$ cat src/rtl/dly_pkg.sv
package dly_pkg;
    localparam int CODE_W   = 4;
    localparam int SKIP_W   = 3;
    localparam int DIST_W   = 3;
    localparam int NUM_HIST = 3;

    typedef enum logic [1:0] {
        CLS_VEC = 2'd0,
        CLS_TRN = 2'd1,
        CLS_SCL = 2'd2,
        CLS_CTL = 2'd3
    } alu_class_e;

    localparam logic [CODE_W-1:0] CODE_NONE = 4'd0;
    localparam logic [CODE_W-1:0] VEC_FIRST = 4'd1;
    localparam logic [CODE_W-1:0] VEC_LAST  = 4'd4;
    localparam logic [CODE_W-1:0] TRN_FIRST = 4'd5;
    localparam logic [CODE_W-1:0] TRN_LAST  = 4'd7;
    localparam logic [CODE_W-1:0] FMA_CYC1  = 4'd8;
    localparam logic [CODE_W-1:0] SCL_FIRST = 4'd9;
    localparam logic [CODE_W-1:0] SCL_LAST  = 4'd11;
    localparam logic [SKIP_W-1:0] SKIP_MAX  = 3'd5;

    typedef struct packed {
        logic              first_v;
        logic [CODE_W-1:0] first_code;
        logic              second_v;
        logic [CODE_W-1:0] second_code;
        logic [DIST_W-1:0] second_dist;
    } hint_state_t;

    function automatic logic code_is_live(input logic [CODE_W-1:0] c);
        return (c >= VEC_FIRST) && (c <= SCL_LAST);
    endfunction
endpackage

$ cat src/rtl/dly_class_history.sv
module dly_class_history #(
    parameter int DEPTH = 4,
    parameter int AGE_W = 3
) (
    input  logic                        clk,
    input  logic                        rst_n,
    input  logic                        push,
    output logic [DEPTH-1:0][AGE_W-1:0] age_o
);
    localparam logic [AGE_W-1:0] AGE_SAT = '1;
    localparam logic [AGE_W-1:0] AGE_ONE = AGE_W'(1);

    typedef struct packed {
        logic [DEPTH-1:0][AGE_W-1:0] age;
    } hist_t;

    hist_t st_d, st_q;

    function automatic logic [AGE_W-1:0] bump(input logic [AGE_W-1:0] a);
        return (a == AGE_SAT) ? a : a + AGE_ONE;
    endfunction

    // Newest entry sits at index 0; a saturated age means "long ago or never".
    always_comb begin
        st_d = st_q;
        if (push) begin
            st_d.age[0] = AGE_ONE;
            for (int i = 1; i < DEPTH; i++) begin
                st_d.age[i] = bump(st_q.age[i-1]);
            end
        end else begin
            for (int i = 0; i < DEPTH; i++) begin
                st_d.age[i] = bump(st_q.age[i]);
            end
        end
    end

    always_ff @(posedge clk or negedge rst_n) begin
        if (!rst_n) st_q <= '1;
        else        st_q <= st_d;
    end

    assign age_o = st_q.age;
endmodule

$ cat src/rtl/dly_dep_check.sv
module dly_dep_check
    import dly_pkg::*;
#(
    parameter int DEPTH   = 4,
    parameter int AGE_W   = 3,
    parameter int VEC_LAT = 4,
    parameter int TRN_LAT = 3
) (
    input  logic [CODE_W-1:0]                         code,
    input  logic [NUM_HIST-1:0][DEPTH-1:0][AGE_W-1:0] ages,
    output logic                                      ready
);
    localparam int IDX_W = (DEPTH > 1) ? $clog2(DEPTH) : 1;

    logic             live;
    logic [1:0]       cls_sel;
    logic [IDX_W-1:0] idx;
    logic [AGE_W-1:0] need;
    logic [AGE_W-1:0] age_sel;

    always_comb begin
        live    = 1'b0;
        cls_sel = CLS_VEC;
        idx     = '0;
        need    = '0;
        if (code >= VEC_FIRST && code <= VEC_LAST) begin
            live    = 1'b1;
            cls_sel = CLS_VEC;
            idx     = IDX_W'(code - VEC_FIRST);
            need    = AGE_W'(VEC_LAT);
        end else if (code >= TRN_FIRST && code <= TRN_LAST) begin
            live    = 1'b1;
            cls_sel = CLS_TRN;
            idx     = IDX_W'(code - TRN_FIRST);
            need    = AGE_W'(TRN_LAT);
        end else if (code == FMA_CYC1) begin
            live    = 1'b1;
            cls_sel = CLS_VEC;
            need    = AGE_W'(1);
        end else if (code >= SCL_FIRST && code <= SCL_LAST) begin
            live    = 1'b1;
            cls_sel = CLS_SCL;
            need    = AGE_W'(code - SCL_FIRST + 4'd1);
        end
        age_sel = ages[cls_sel][idx];
        ready   = !live || (age_sel >= need);
    end
endmodule

$ cat src/rtl/dly_hint_tracker.sv
module dly_hint_tracker
    import dly_pkg::*;
(
    input  logic              clk,
    input  logic              rst_n,
    input  logic              ctl_fire,
    input  logic              op_fire,
    input  logic [CODE_W-1:0] ctl_first,
    input  logic [SKIP_W-1:0] ctl_skip,
    input  logic [CODE_W-1:0] ctl_second,
    output logic [CODE_W-1:0] head_first,
    output logic [CODE_W-1:0] head_second
);
    hint_state_t st_d, st_q;

    always_comb begin
        st_d = st_q;
        if (ctl_fire) begin
            st_d.first_v     = code_is_live(ctl_first);
            st_d.first_code  = ctl_first;
            st_d.second_v    = code_is_live(ctl_second) && (ctl_skip <= SKIP_MAX);
            st_d.second_code = ctl_second;
            st_d.second_dist = DIST_W'(ctl_skip);
        end else if (op_fire) begin
            st_d.first_v = 1'b0;
            if (st_q.second_v) begin
                if (st_q.second_dist == '0) st_d.second_v    = 1'b0;
                else                        st_d.second_dist = st_q.second_dist - 1'b1;
            end
        end
    end

    always_ff @(posedge clk or negedge rst_n) begin
        if (!rst_n) st_q <= '0;
        else        st_q <= st_d;
    end

    assign head_first  = st_q.first_v ? st_q.first_code : CODE_NONE;
    assign head_second = (st_q.second_v && st_q.second_dist == '0) ? st_q.second_code : CODE_NONE;
endmodule

$ cat src/rtl/alu_issue_delay.sv
module alu_issue_delay
    import dly_pkg::*;
#(
    parameter int HIST_DEPTH = 4,
    parameter int AGE_W      = 3,
    parameter int VEC_LAT    = 4,
    parameter int TRN_LAT    = 3
) (
    input  logic              clk,
    input  logic              rst_n,
    input  logic              in_valid,
    input  logic [1:0]        in_class,
    input  logic [CODE_W-1:0] in_dep_first,
    input  logic [SKIP_W-1:0] in_skip,
    input  logic [CODE_W-1:0] in_dep_second,
    input  logic              slot_avail,
    output logic              issue_en
);
    logic [NUM_HIST-1:0][HIST_DEPTH-1:0][AGE_W-1:0] ages;
    logic [1:0][CODE_W-1:0]                         head_code;
    logic [1:0]                                     rdy;
    logic                                           is_ctl;
    logic                                           ctl_fire;
    logic                                           op_fire;

    assign is_ctl   = (in_class == CLS_CTL);
    assign ctl_fire = in_valid && slot_avail && is_ctl;
    assign op_fire  = in_valid && slot_avail && !is_ctl && (&rdy);
    assign issue_en = ctl_fire || op_fire;

    for (genvar g = 0; g < NUM_HIST; g++) begin : g_hist
        dly_class_history #(
            .DEPTH (HIST_DEPTH),
            .AGE_W (AGE_W)
        ) u_hist (
            .clk   (clk),
            .rst_n (rst_n),
            .push  (op_fire && (in_class == 2'(g))),
            .age_o (ages[g])
        );
    end

    dly_hint_tracker u_hint (
        .clk         (clk),
        .rst_n       (rst_n),
        .ctl_fire    (ctl_fire),
        .op_fire     (op_fire),
        .ctl_first   (in_dep_first),
        .ctl_skip    (in_skip),
        .ctl_second  (in_dep_second),
        .head_first  (head_code[0]),
        .head_second (head_code[1])
    );

    for (genvar k = 0; k < 2; k++) begin : g_chk
        dly_dep_check #(
            .DEPTH   (HIST_DEPTH),
            .AGE_W   (AGE_W),
            .VEC_LAT (VEC_LAT),
            .TRN_LAT (TRN_LAT)
        ) u_dep (
            .code  (head_code[k]),
            .ages  (ages),
            .ready (rdy[k])
        );
    end
endmodule

$ cat config.mk
export PLATFORM = sky130hd
export DESIGN_NAME = alu_issue_delay
export DESIGN_NICKNAME = d
export VERILOG_FILES = /design/src/rtl/dly_pkg.sv /design/src/rtl/dly_class_history.sv /design/src/rtl/dly_dep_check.sv /design/src/rtl/dly_hint_tracker.sv /design/src/rtl/alu_issue_delay.sv
export SDC_FILE = /design/constraint.sdc
export NUM_CORES = 1
export LEC_CHECK = 0
export ABC_AREA = 1
export BUFFER_PORTS_ARGS = -buffer_cell sky130_fd_sc_hd__buf_2
export CORE_ASPECT_RATIO = 0.5
export CORE_UTILIZATION = 40
export CTS_CLUSTER_DIAMETER = 40
export DETAILED_ROUTE_END_ITERATION = 8
export PLACE_DENSITY = 0.55
export SLEW_MARGIN = 20
export SYNTH_ARGS = -nofsm -noshare
export SYNTH_HDL_FRONTEND = slang
export SYNTH_HIERARCHICAL = 1
export SYNTH_SLANG_ARGS = --single-unit
$ cat constraint.sdc
create_clock -name clk -period 4.6 [get_ports clk]
set_input_delay 0.92 -clock clk [delete_from_list [all_inputs] [get_ports clk]]
set_output_delay 0.92 -clock clk [all_outputs]
set_load 0.005 [all_outputs]
# --- After elaboration in Yosys (flattened, before gate mapping) ---
# Index checks and enable logic that the tools add are counted.
# W data, S select, Z words.
word_totals:
  ff_bits: 49
  inputBits: 17
  out_inout_bits: 1
  word_cells: 174
op_classes:
  add_sub_neg: 21
  order_cmp: 23
  eq_ne: 21
  n_mux: 63
  n_reduce_logical: 29
op_table:
  columns: ["cell", "count"]
  rows:
  - ["$mux W3", 26]
  - ["$mux W12", 5]
  - ["$bmux W12 S2", 2]
  - ["$add A3 B1 Y3 const B", 14]
  - ["$eq A3 B3 Y1 const B", 12]
  - ["$mux W2", 12]
  - ["$logic_and A1 B1 Y1", 17]
  - ["$ge A4 B1 Y1 const B", 4]
  - ["$le A4 B3 Y1 const B", 4]
  - ["$le A4 B4 Y1 const B", 4]
  - ["$mux W1", 14]
  - ["$bmux W3 S2", 2]
  - ["$lt A2 B3 Y1 const B", 4]
  - ["$sub A3 B1 Y3 const B", 3]
  - ["$eq A4 B4 Y1 const B", 2]
  - ["$ge A4 B3 Y1 const B", 2]
  - ["$ge A4 B4 Y1 const B", 2]
  - ["$mux W4", 2]
  - ["$sub A2 B1 Y2 const B", 4]
  - ["$ge A3 B3 Y1", 2]
  - ["$ne A2 B1 Y1 const B", 3]
  - ["$eq A2 B2 Y1 const B", 2]
  - ["$reduce_bool A2 Y1", 2]
  - ["$le A3 B3 Y1 const B", 1]
  - ["8 further kinds", 12]

# --- Longest topological paths before layout ---
# Gate-level depths: netlist of run 1.
logic_depth:
  ltp_word: 19
  depth_mapped: 30
  depth_no_buf: 29

# --- By module ---
# The synthesis of run 1 kept the hierarchy.
modules_own_cells:
  columns: ["module", "instances", "cells_per_inst", "area_each_um2", "seq_area_each_um2"]
  rows:
  - ["dly_class_history at g_hist[1].u_hist ...", 2, 85, 680.7, 315.3]
  - ["dly_dep_check", 2, 116, 591.8, 0.0]
  - ["dly_hint_tracker", 1, 98, 714.4, 325.3]
  - ["dly_class_history at g_hist[0].u_hist", 1, 85, 688.2, 315.3]
  - ["alu_issue_delay", 1, 16, 68.8, 0.0]

# --- Least setup slack after synthesis of run 1 ---
# No wires, ideal clock.
synth_timing:
  kind: "reg2out"
  startpoint: "register u_hint/st_q[0] in the netlist's numbering"
  endpoint: "output issue_en"
  arrival_time_ns: 2.787
  t_required_ns: 3.680
  path_slack_ns: 0.893
  path_stages_with_launch: 22
  n_path_buf: 1
  path_cell_list: "dfrtp_1 > inv_1 > ha_1 > nand3_1 > nor2_1 > inv_1 > ha_1 > inv_2 > nand3_2 > buf_4 > nand2_1 > nand2_1 > nand2_1 > nand3_1 > nand3_1 > nand2_1 > ha_1 > a21boi_0 > o21ai_0 > nand2_1 > nand2_1 > a21oi_1"
synth_rtl:
  columns: ["item", "line_no", "source"]
  rows:
  - ["from (decl)", "dly_hint_tracker.sv:14", "hint_state_t st_d, st_q;"]
  - ["from (signal assigned)", "dly_hint_tracker.sv:35", "else st_q <= st_d;"]
  - ["to (decl)", "alu_issue_delay.sv:17", "output logic issue_en"]

==> metrics.txt, run 1 <==
result of the run finished, final reports clean; slack of the worst reg-to-reg path between 900 and 1000 ps; Fin. Hold Viols 0; P per Cell Area around 620 nW/um^2; Root Buffer Master sky130_fd_sc_hd__clkbuf_16; number of pins with negative max-slew slack in the final report 0; average routed wire per standard cell between 10 and 15 um; largest incremental delay on the critical path 390 ps; share of Yosys cell area claimed by the top area cell type a little under a quarter; Slowest cell on crit path sky130_fd_sc_hd__dfrtp_1; n_diodes 0; FFs w/ async S/R, synth 100.0%; remaining routing DRC violations 0; area of the placeable core 9603 um^2; detailed placement HPWL around 7400 um; fraction of the yosys area taken by sequential cells 31.65%; number of antenna violations at the first check in global routing 0; most frequently used cell type in the post-synthesis netlist sky130_fd_sc_hd__nand2_1; number of different library cells in the post-synthesis netlist 26; Internal Power 1.479 mW; critical register-to-register path endpoint g_hist[2].u_hist/age_o[10]$_DFFE_PN1P_; most used cell along the critical path sky130_fd_sc_hd__inv_1; setup TNS 0 ps; Placer Congestion 0.8965; starting density of the core 41.82%; die span in y 72.86 um; largest net degree at the start of global routing 27; CTS Hold Buffers Added 0; WP data arrival 3230 ps; register bit count reported by yosys between 40 and 50; Synth Warn # 6; total net switching power 1.260 mW; Syn-to-layout area delta 9.190%; origin of the worst setup path u_hint/st_q[0]$_DFFE_PN0P_; Tightest Pin Transition between 600 and 700 ps; Final Cycle Share 90.32%; first-pass GRT wire length ~17000 um; via-per-instance ratio ~5; First DRT Iteration DRCs roughly 210; worst relative slew slack a little under three fifths; largest clock skew in the final design 9.111 ps; share of total power in sequential cells 37.0%; overall die width 143.7 um; start point of the worst hold path u_hint/st_q[8]$_DFFE_PN0P_; Antenna Nets Post-Route 0; H-tree levels 2; startpoint type of the worst setup path register; required time of the worst setup path about 3700 ps; dominant cells by area after synthesis sky130_fd_sc_hd__dfstp_2 24%, sky130_fd_sc_hd__nand2_1 20%, sky130_fd_sc_hd__nand3_1 13%; end point of the critical path issue_en; leakage power summed over all cells 2.320 nW; worst IR drop on VDD 0.2045 mV; Logic pwr share roughly half; RSZ-0062 raised after global routing false; max-capacitance violation count 0; FMAX ~240 MHz; TritonCTS clock tree yes; FF-to-FF Start u_hint/st_q[0]$_DFFE_PN0P_; first-pass iteration count of the detailed router 4; Post-Syn Nets 645; Netlist Area Pre-Place between 4000 and 5000 um^2; category of the worst setup path capture point primary output; I/O pins 18; GRT overflow 0; Via Count 3758; latest clock arrival within the worst-skew pair 300 ps; Total Nets Final roughly 660; vias in the first global route ~3400; sinks on the clock net 49; Synth Flop Type sky130_fd_sc_hd__dfstp_2; detailed-route wire length a little under 10000 um; part of the power in the clock network between 10% and 20%; global router's overall resource usage 20.64%; number of rows created at floorplan 25; clock slew at the register clock pins of the worst setup and hold paths 70 ps; count of port buffers added during placement 17; CP Cell Sequence inv_1 > ha_1 > nand3_2 > nor2_4 > inv_1 > ha_2 > nand3b_2 > inv_1 > nand3_1 > nand3_1 > nand2_1 > ha_1 > inv_1 > a21boi_0 > o21ai_0 > nand2_1 > nand2_1 > a21oi_1 > buf_2; total non-filler cell area in the finished layout around 4400 um^2; Setup CP Type reg -> out; CP Max Fanout 6; fraction of power spent switching nets 46.01%; class of the worst hold path reg -> reg; count of final setup violators 0; average cell area after synthesis approximately 6.7 um^2; Post-Syn Instances 601; fraction of final layout cells sized beyond drive strength 1 between 10% and 20%; minimum clock period after layout 4155 ps; number of cells on the worst reg-to-reg path 26; Placed Area 4209 um^2; number of buffers created by CTS 5; leading cell types by count after synthesis 219 x sky130_fd_sc_hd__nand2_1, 101 x sky130_fd_sc_hd__nand3_1, 71 x sky130_fd_sc_hd__inv_1; largest area contributor in the netlist sky130_fd_sc_hd__dfstp_2; Max Root-Sink Buffers 2; total die area approximately 10000 um^2; count of flip-flops with a built-in enable after synthesis 0
==> logic make-up after synthesis <==
kind of cell    after synthesis  share of synthesized area (%)
buf+inv                      97                          10.65
compound gates               42                          5.701
simple gates                386                          43.58
flops                        49                          31.65
fa+ha+maj                    27                          8.411
==> placed cells by master, fill, tap and decap left out, types with 2 or more instances in the layout <==
cell type                    count
sky130_fd_sc_hd__nand2_1       219
sky130_fd_sc_hd__nand3_1       100
sky130_fd_sc_hd__inv_1          71
sky130_fd_sc_hd__dfstp_2        36
sky130_fd_sc_hd__nor2_1         28
sky130_fd_sc_hd__ha_1           26
sky130_fd_sc_hd__buf_2          17
sky130_fd_sc_hd__o21ai_0        16
sky130_fd_sc_hd__inv_2          14
sky130_fd_sc_hd__dfrtp_1        13
sky130_fd_sc_hd__nand2_2        12
sky130_fd_sc_hd__a21oi_1        10
sky130_fd_sc_hd__o21ai_1         9
sky130_fd_sc_hd__nand3_2         8
sky130_fd_sc_hd__clkbuf_16       5
sky130_fd_sc_hd__nand3_4         5
sky130_fd_sc_hd__buf_4           5
sky130_fd_sc_hd__o211ai_1        4
sky130_fd_sc_hd__nor2_2          3
sky130_fd_sc_hd__nand4_1         3
sky130_fd_sc_hd__clkinvlp_4      2
sky130_fd_sc_hd__nand3b_2        2
sky130_fd_sc_hd__or2_2           2
sky130_fd_sc_hd__or2_1           2
sky130_fd_sc_hd__a21boi_0        2
sky130_fd_sc_hd__nor2_4          2
sky130_fd_sc_hd__inv_4           2
==> how the worst min path moves through the flow <==
stage | depth (start not counted) | to | slack (ps)
after global placement | 2 | u_hint/st_q[10]$_DFFE_PN0P_ | 460
after global routing | 2 | u_hint/st_q[10]$_DFFE_PN0P_ | 500
after CTS | 2 | u_hint/st_q[10]$_DFFE_PN0P_ | 480
after detailed placement | 2 | u_hint/st_q[10]$_DFFE_PN0P_ | 460
after floorplan | 2 | u_hint/st_q[10]$_DFFE_PN0P_ | 440
final | 2 | u_hint/st_q[8]$_DFFE_PN0P_ | 480
==> registers in the layout, summed over array words and instances (netlist names) <==
register             cells
g_hist.u_hist/age_o     36
u_hint/st_q             13
==> final cells by class <==
cell class / instances / area (um^2)
fill: 1032 / 5218
clock inverter: 2 / 15.01
tap: 135 / 168.9
timing repair buffer: 22 / 122.6
sequential: 49 / 1271
inverter: 87 / 331.6
clock buffer: 6 / 128.9
multi-input combinational: 455 / 2347
==> power groups by stage <==
stage	Combinational (mW)	Sequential [mW]	Clock, mW
2_1_floorplan	1.12	0.899	0
3_3_place_gp	1.32	1.02	0
3_5_place_dp	1.33	1.02	0
4_1_cts	1.34	1.02	0.381
5_1_grt	1.61	1.05	0.400
6_report	1.35	1.01	0.372
==> layer usage <==
| metal | wire length [um] | GRT usage (%) | vias to the layer above |
|---|---|---|---|
| met1 | 5367 | 30.87 | 1732 |
| met4 | 55 | 3.664 | 0 |
| met2 | 4111 | 30.80 | 60 |
| li1 | - | - | 1961 |
| met5 | 0 | 0 | - |
| met3 | 303 | 4.068 | 5 |
==> per-stage QoR <==
step	total power, mW	cells	hold slack, ps	utilization (%)	setup slack, ps
6_report	2.739	756	478.4	45.67	445.4
5_1_grt	3.056	756	496.1	45.67	43.32
4_1_cts	2.740	756	479.1	45.33	127.0
3_5_place_dp	2.354	748	460.8	43.83	446.5
3_3_place_gp	2.342	748	463.8	43.83	519.0
2_1_floorplan	2.023	601	442.2	-	893.3
==> worst max-delay path: cells and delay by family (launching register included) <==
family	cells	cell delay (ps)
AOI/OAI and AO/OA	3	350
buffers and inverters	5	510
and+or+nand+nor	8	970
DFF	1	390
adders and majority gates	3	740
==> timing repair <==
action                                  4_1_cts  5_1_grt
setup buffers                                 0        0
gates resized for setup                       0        8
endpoints found under the setup margin        0        1
No activity file was read; power rests on OpenSTA's default activity.
==> inputs of run 2 (changes only) <==
--- a/config.mk
+++ b/config.mk
@@ -5,11 +5,11 @@
 export SDC_FILE = /design/constraint.sdc
 export NUM_CORES = 1
 export LEC_CHECK = 0
-export ABC_AREA = 1
 export BUFFER_PORTS_ARGS = -buffer_cell sky130_fd_sc_hd__buf_2
 export CORE_ASPECT_RATIO = 0.5
 export CORE_UTILIZATION = 40
 export CTS_CLUSTER_DIAMETER = 40
+export CTS_CLUSTER_SIZE = 14
 export DETAILED_ROUTE_END_ITERATION = 8
 export PLACE_DENSITY = 0.55
 export SLEW_MARGIN = 20
==> metrics.txt, run 2 <==
result of the run finished, final reports clean; latest clock arrival within the worst-skew pair 290 ps; number of buffers created by CTS 5; setup slack of the critical path after layout between 100 and 150 ps; FMAX 223.7 MHz; P per Cell Area about 670 nW/um^2; Syn-to-layout area delta 14.50%; Root Buffer Master sky130_fd_sc_hd__clkbuf_16; Internal Power 1.487 mW; Max Root-Sink Buffers 2; Total Nets Final a little under 400; dpl cells 455; first-pass GRT wire length 12540 um; Setup CP Type reg -> out; vias in the first global route roughly 2500; clock slew at the register clock pins of the worst setup and hold paths 60 ps; flip-flop count of the largest register, all copies and words added 27; Placed Area 3374 um^2; detailed placement HPWL 5724 um; Placer Congestion ~0.92; number of rows created at floorplan 22; worst relative slew slack between 30% and 40%; Netlist Area Pre-Place 3228 um^2; Post-Syn Instances 334; share of total power in sequential cells a little under a third; fraction of power spent switching nets ~40%; critical register-to-register path endpoint g_hist[0].u_hist/age_o[3]$_DFF_PN1_; count of port buffers added during placement 17; detailed-route wire length between 7000 and 8000 um; via-per-instance ratio 5.562; first-pass iteration count of the detailed router 4; largest net degree at the start of global routing 41; number of fillers in the final layout 728; total non-filler cell area in the finished layout 3696 um^2; Tightest Pin Transition 901.6 ps; TritonCTS clock tree yes; part of the power in the clock network 16.9%; setup TNS 0 ps; total net switching power between 1 and 1.5 mW; worst IR drop on VDD ~0.28 mV; number of antenna violations at the first check in global routing 0; number of pins with negative max-slew slack in the final report 0; category of the worst setup path capture point primary output; leading cell type in the layout, fill and taps excluded sky130_fd_sc_hd__dfstp_2; average routed wire per standard cell 16.60 um; fraction of final layout cells sized beyond drive strength 1 38.83%; starting density of the core 42.64%; FF-to-FF Start u_hint/st_q[0]$_DFFE_PN0P_; leakage power summed over all cells 1.519 nW; count of final setup violators 0; GRT overflow 0; origin of the worst setup path u_hint/st_q[0]$_DFFE_PN0P_; remaining routing DRC violations 0; CTS Hold Buffers Added 0; required time of the worst setup path 3680 ps; Via Count 2592; Logic pwr share 51.4%; total die area about 8500 um^2; First DRT Iteration DRCs 123; minimum clock period after layout 4470 ps; H-tree levels 2; Post-Syn Nets around 370; global router's overall resource usage 19.99%; Synth Warn # 6; CP Max Fanout 9; Fin. Hold Viols 0; sinks on the clock net 40; overall die width ~130 um; largest clock skew in the final design roughly 7.3 ps; max-capacitance violation count 0; setup slack at placement 127.3 ps; final non-filler cell total 466; Final Cycle Share 97.18%; die span in y roughly 66 um; I/O pins 18; commonest non-fill, non-tap cells in the layout 27 x sky130_fd_sc_hd__dfstp_2, 24 x sky130_fd_sc_hd__a21oi_1, 22 x sky130_fd_sc_hd__nand2_1; startpoint type of the worst setup path register; class of the worst hold path reg -> reg; Antenna Nets Post-Route 0; total power of the final layout 2.488 mW; area of the placeable core 7570 um^2; end point of the critical path issue_en; number of cells on the worst reg-to-reg path 19; n_diodes 0; average cell area after synthesis between 9 and 10 um^2; WP data arrival between 3000 and 4000 ps; slack of the worst reg-to-reg path 660 ps
run 2: worst min path at each step:
| stage | from | endpoint | depth (start not counted) |
|---|---|---|---|
| after detailed placement | u_hint/st_q[10]$_DFFE_PN0P_ | u_hint/st_q[10]$_DFFE_PN0P_ | 1 |
| after global routing | u_hint/st_q[10]$_DFFE_PN0P_ | u_hint/st_q[10]$_DFFE_PN0P_ | 1 |
| after global placement | u_hint/st_q[10]$_DFFE_PN0P_ | u_hint/st_q[10]$_DFFE_PN0P_ | 1 |
| final | u_hint/st_q[10]$_DFFE_PN0P_ | u_hint/st_q[10]$_DFFE_PN0P_ | 1 |
| after CTS | u_hint/st_q[10]$_DFFE_PN0P_ | u_hint/st_q[10]$_DFFE_PN0P_ | 1 |
| after floorplan | u_hint/st_q[3]$_DFFE_PN0P_ | u_hint/st_q[3]$_DFFE_PN0P_ | 1 |
run 2: power groups by stage:
| stage | Combinational (mW) | Sequential [mW] | Clock (mW) |
|---|---|---|---|
| 2_1_floorplan | 0.972 | 0.703 | 0 |
| 3_3_place_gp | 1.13 | 0.788 | 0 |
| 3_5_place_dp | 1.16 | 0.796 | 0 |
| 4_1_cts | 1.20 | 0.790 | 0.429 |
| 5_1_grt | 1.44 | 0.815 | 0.444 |
| 6_report | 1.28 | 0.788 | 0.420 |
run 2: worst max-delay path: stages (launching register included):
cell                       delay, ps
sky130_fd_sc_hd__dfrtp_1         390
sky130_fd_sc_hd__inv_2            90
sky130_fd_sc_hd__ha_4            150
sky130_fd_sc_hd__nand2b_4         80
sky130_fd_sc_hd__nor2_4          140
sky130_fd_sc_hd__and2_4          160
sky130_fd_sc_hd__inv_2            60
sky130_fd_sc_hd__ha_4            160
sky130_fd_sc_hd__or3b_4          400
sky130_fd_sc_hd__buf_6           160
sky130_fd_sc_hd__a221oi_2        320
sky130_fd_sc_hd__o22ai_2         120
sky130_fd_sc_hd__ha_1            290
sky130_fd_sc_hd__nand2b_1        140
sky130_fd_sc_hd__a21oi_1         190
sky130_fd_sc_hd__o221ai_2        140
sky130_fd_sc_hd__nand2_1         100
sky130_fd_sc_hd__a21oi_2          50
sky130_fd_sc_hd__buf_2           120
run 2: repair_timing:
item	CTS	global route
endpoints found under the setup margin	1	1
cloned	0	0
setup buffers	0	3
hold endpoints to repair	0	0
resized for setup	10	19
pin swaps	0	8
run 2: cell type report:
cell class,instances,area (um^2),area share (%)
repair buffers,34,220.2,5.958
clock inverters,2,38.79,1.049
well taps,108,135.1,3.656
multi-input cells,262,2076,56.16
clock buffers,6,138.9,3.758
flip-flops and latches,40,1035,28.00
inverters,14,52.55,1.422
run 2: metrics by stage:
step	utilization, %	hold slack [ps]
finish	48.83	499.4
global route	48.83	517.2
CTS	47.37	504.1
detailed placement	44.58	490.1
global placement	44.58	482.7
floorplan	-	472.0
run 2: routing by layer:
metal	routed length, um	part of all wire, %	global-route usage (%)	up-vias
met3	409	5.3	4.479	9
met1	3858	50	27.49	1252
met4	102	1.3	7.206	0
met5	0	0	0	-
met2	3366	44	30.74	60
li1	-	-	-	1271
==> inputs of run 3 (changes only) <==
--- a/config.mk
+++ b/config.mk
@@ -12,6 +12,7 @@
 export CTS_CLUSTER_SIZE = 14
 export DETAILED_ROUTE_END_ITERATION = 8
 export PLACE_DENSITY = 0.55
+export SETUP_SLACK_MARGIN = 0.15
 export SLEW_MARGIN = 20
 export SYNTH_ARGS = -nofsm -noshare
 export SYNTH_HDL_FRONTEND = slang
==> metrics.txt, run 3 (same netlist as run 2, synthesis figures left out) <==
result of the run finished, final reports clean; remaining routing DRC violations 0; leakage power summed over all cells 1.611 nW; First DRT Iteration DRCs 137; setup TNS 0 ps; Via Count around 2700; category of the worst setup path capture point primary output; flip-flop count of the largest register, all copies and words added 27; Max Root-Sink Buffers 2; detailed placement HPWL 5724 um; total die area 8456 um^2; WP data arrival roughly 3400 ps; Slowest cell on crit path sky130_fd_sc_hd__or3b_4; CP Cell Sequence inv_2 > ha_4 > nand2b_4 > nor2_4 > and2_4 > inv_4 > ha_4 > or3b_4 > buf_6 > nand2_2 > a311o_1 > o22ai_2 > ha_1 > nand2b_1 > a21oi_2 > o221ai_2 > nand2_1 > a21oi_2 > buf_2; Total Nets Final around 410; overall die width about 130 um; category of cells accounting for the largest share of critical-path delay simple AND/OR/NAND/NOR gates; Tightest Pin Transition 916.7 ps; TritonCTS clock tree yes; GRT overflow 0; sinks on the clock net 40; H-tree levels 2; number of pins with negative max-slew slack in the final report 0; setup slack at placement 127.3 ps; max-capacitance violation count 0; I/O pins 18; Final Cycle Share 94.11%; largest incremental delay on the critical path 430 ps; worst IR drop on VDD approximately 0.26 mV; Setup CP Type reg -> out; setup slack of the critical path after layout 271.0 ps; vias in the first global route ~2500; first-pass iteration count of the detailed router 4; startpoint type of the worst setup path register; detailed-route wire length between 8000 and 9000 um; Syn-to-layout area delta 20.23%; commonest non-fill, non-tap cells in the layout 27 x sky130_fd_sc_hd__buf_4, 27 x sky130_fd_sc_hd__dfstp_2, 21 x sky130_fd_sc_hd__a21oi_1, 21 x sky130_fd_sc_hd__nand2_1, 19 x sky130_fd_sc_hd__ha_1; die span in y ~66 um; number of buffer and inverter stages on the critical path 4; count of port buffers added during placement 17; number of rows created at floorplan 22; latest clock arrival within the worst-skew pair 300 ps; Placer Congestion 0.9172; global router's overall resource usage 20.30%; fraction of final layout cells sized beyond drive strength 1 44.92%; number of antenna violations at the first check in global routing 0; average routed wire per standard cell 16.70 um; required time of the worst setup path 3680 ps; via-per-instance ratio ~5.5; starting density of the core 42.64%; largest clock skew in the final design 7.518 ps; Antenna Nets Post-Route 0; FMAX 231.0 MHz; clock slew at the register clock pins of the worst setup and hold paths 60 ps; Root Buffer Master sky130_fd_sc_hd__clkbuf_16; largest net degree at the start of global routing 41; n_diodes 0; number of buffers created by CTS 5; worst relative slew slack around two fifths; P per Cell Area roughly 680 nW/um^2; CP Max Fanout 5; RSZ-0062 raised after global routing false; Fin. Hold Viols 0; class of the worst hold path reg -> reg; minimum clock period after layout between 4000 and 5000 ps; count of final setup violators 0; area of the placeable core 7570 um^2; first-pass GRT wire length 12720 um
-- run 3: changes by cell type in the layout (fill, tap and decap cells not counted), sizes merged --
cell    change
clkbuf      +2
buf        +14
-- run 3: what timing repair did --
item | CTS | global route
hold buffers | 0 | 0
buffers inserted | 6 | 12
resized for setup | 21 | 26
pin swaps | 6 | 14
cloned | 0 | 1
endpoints found under the setup margin | 1 | 1
-- run 3: metal layers --
metal | global-route usage [%] | wire length, um | up-vias
li1 | - | - | 1297
met4 | 7.500 | 206 | 0
met5 | 0 | 0 | -
met3 | 5.130 | 474 | 18
met1 | 27.39 | 3889 | 1268
met2 | 31.35 | 3480 | 67
-- run 3: path summary, 6_finish.rpt --
check / start / end / slack [ps] / cells after the start
max in group asynchronous: rst_n / u_hint/st_q[0]$_DFFE_PN0P_ / 3260 / 1
worst max-delay path: u_hint/st_q[0]$_DFFE_PN0P_ / issue_en / 270 / 19
worst max register to register: u_hint/st_q[0]$_DFFE_PN0P_ / g_hist[0].u_hist/age_o[3]$_DFF_PN1_ / 560 / 22
min in group asynchronous: rst_n / u_hint/st_q[11]$_DFFE_PN0P_ / 780 / 1
worst min-delay path: u_hint/st_q[10]$_DFFE_PN0P_ / u_hint/st_q[10]$_DFFE_PN0P_ / 500 / 1
worst min register to register: u_hint/st_q[10]$_DFFE_PN0P_ / u_hint/st_q[10]$_DFFE_PN0P_ / 500 / 1
-- run 3: final cells by class --
type                       instances  area, um^2
clock buffer                       6       138.9
clock inverter                     2       38.79
fill                             702        3689
inverter                          14       55.05
multi-input combinational        262        2140
sequential                        40        1035
tap                              108       135.1
timing repair buffer              50       339.1
-- run 3: per-stage QoR --
stage	utilization, %	hold slack [ps]	area [um^2]	power [mW]	instances
2_1_floorplan	-	472.0	3228	1.674	334
3_3_place_gp	44.58	482.7	3374	1.918	455
3_5_place_dp	44.58	490.1	3374	1.957	455
4_1_cts	48.63	504.1	3681	2.478	469
5_1_grt	51.27	517.2	3881	2.847	482
6_report	51.27	499.2	3881	2.636	482
-- run 3: report_power, final --
group	switching [mW]	internal (mW)	total, mW
Clock	0.149	0.272	0.421
Sequential	0.201	0.593	0.794
Combinational	0.708	0.712	1.42
-- run 3: worst reg2reg max path, stage by stage, from the launching register on --
cell,delay [ps]
sky130_fd_sc_hd__dfrtp_1,400
sky130_fd_sc_hd__inv_2,90
sky130_fd_sc_hd__ha_4,150
sky130_fd_sc_hd__nand2b_4,70
sky130_fd_sc_hd__nor2_4,100
sky130_fd_sc_hd__and2_4,170
sky130_fd_sc_hd__inv_4,50
sky130_fd_sc_hd__ha_4,150
sky130_fd_sc_hd__or3b_4,430
sky130_fd_sc_hd__buf_6,150
sky130_fd_sc_hd__nand2_2,110
sky130_fd_sc_hd__a311o_1,210
sky130_fd_sc_hd__o22ai_2,80
sky130_fd_sc_hd__ha_1,280
sky130_fd_sc_hd__nand2b_1,120
sky130_fd_sc_hd__a21oi_2,60
sky130_fd_sc_hd__o221ai_2,170
sky130_fd_sc_hd__buf_4,130
sky130_fd_sc_hd__buf_4,90
sky130_fd_sc_hd__nand4_2,150
sky130_fd_sc_hd__nor3_1,200
sky130_fd_sc_hd__buf_4,250
sky130_fd_sc_hd__mux2_2,360
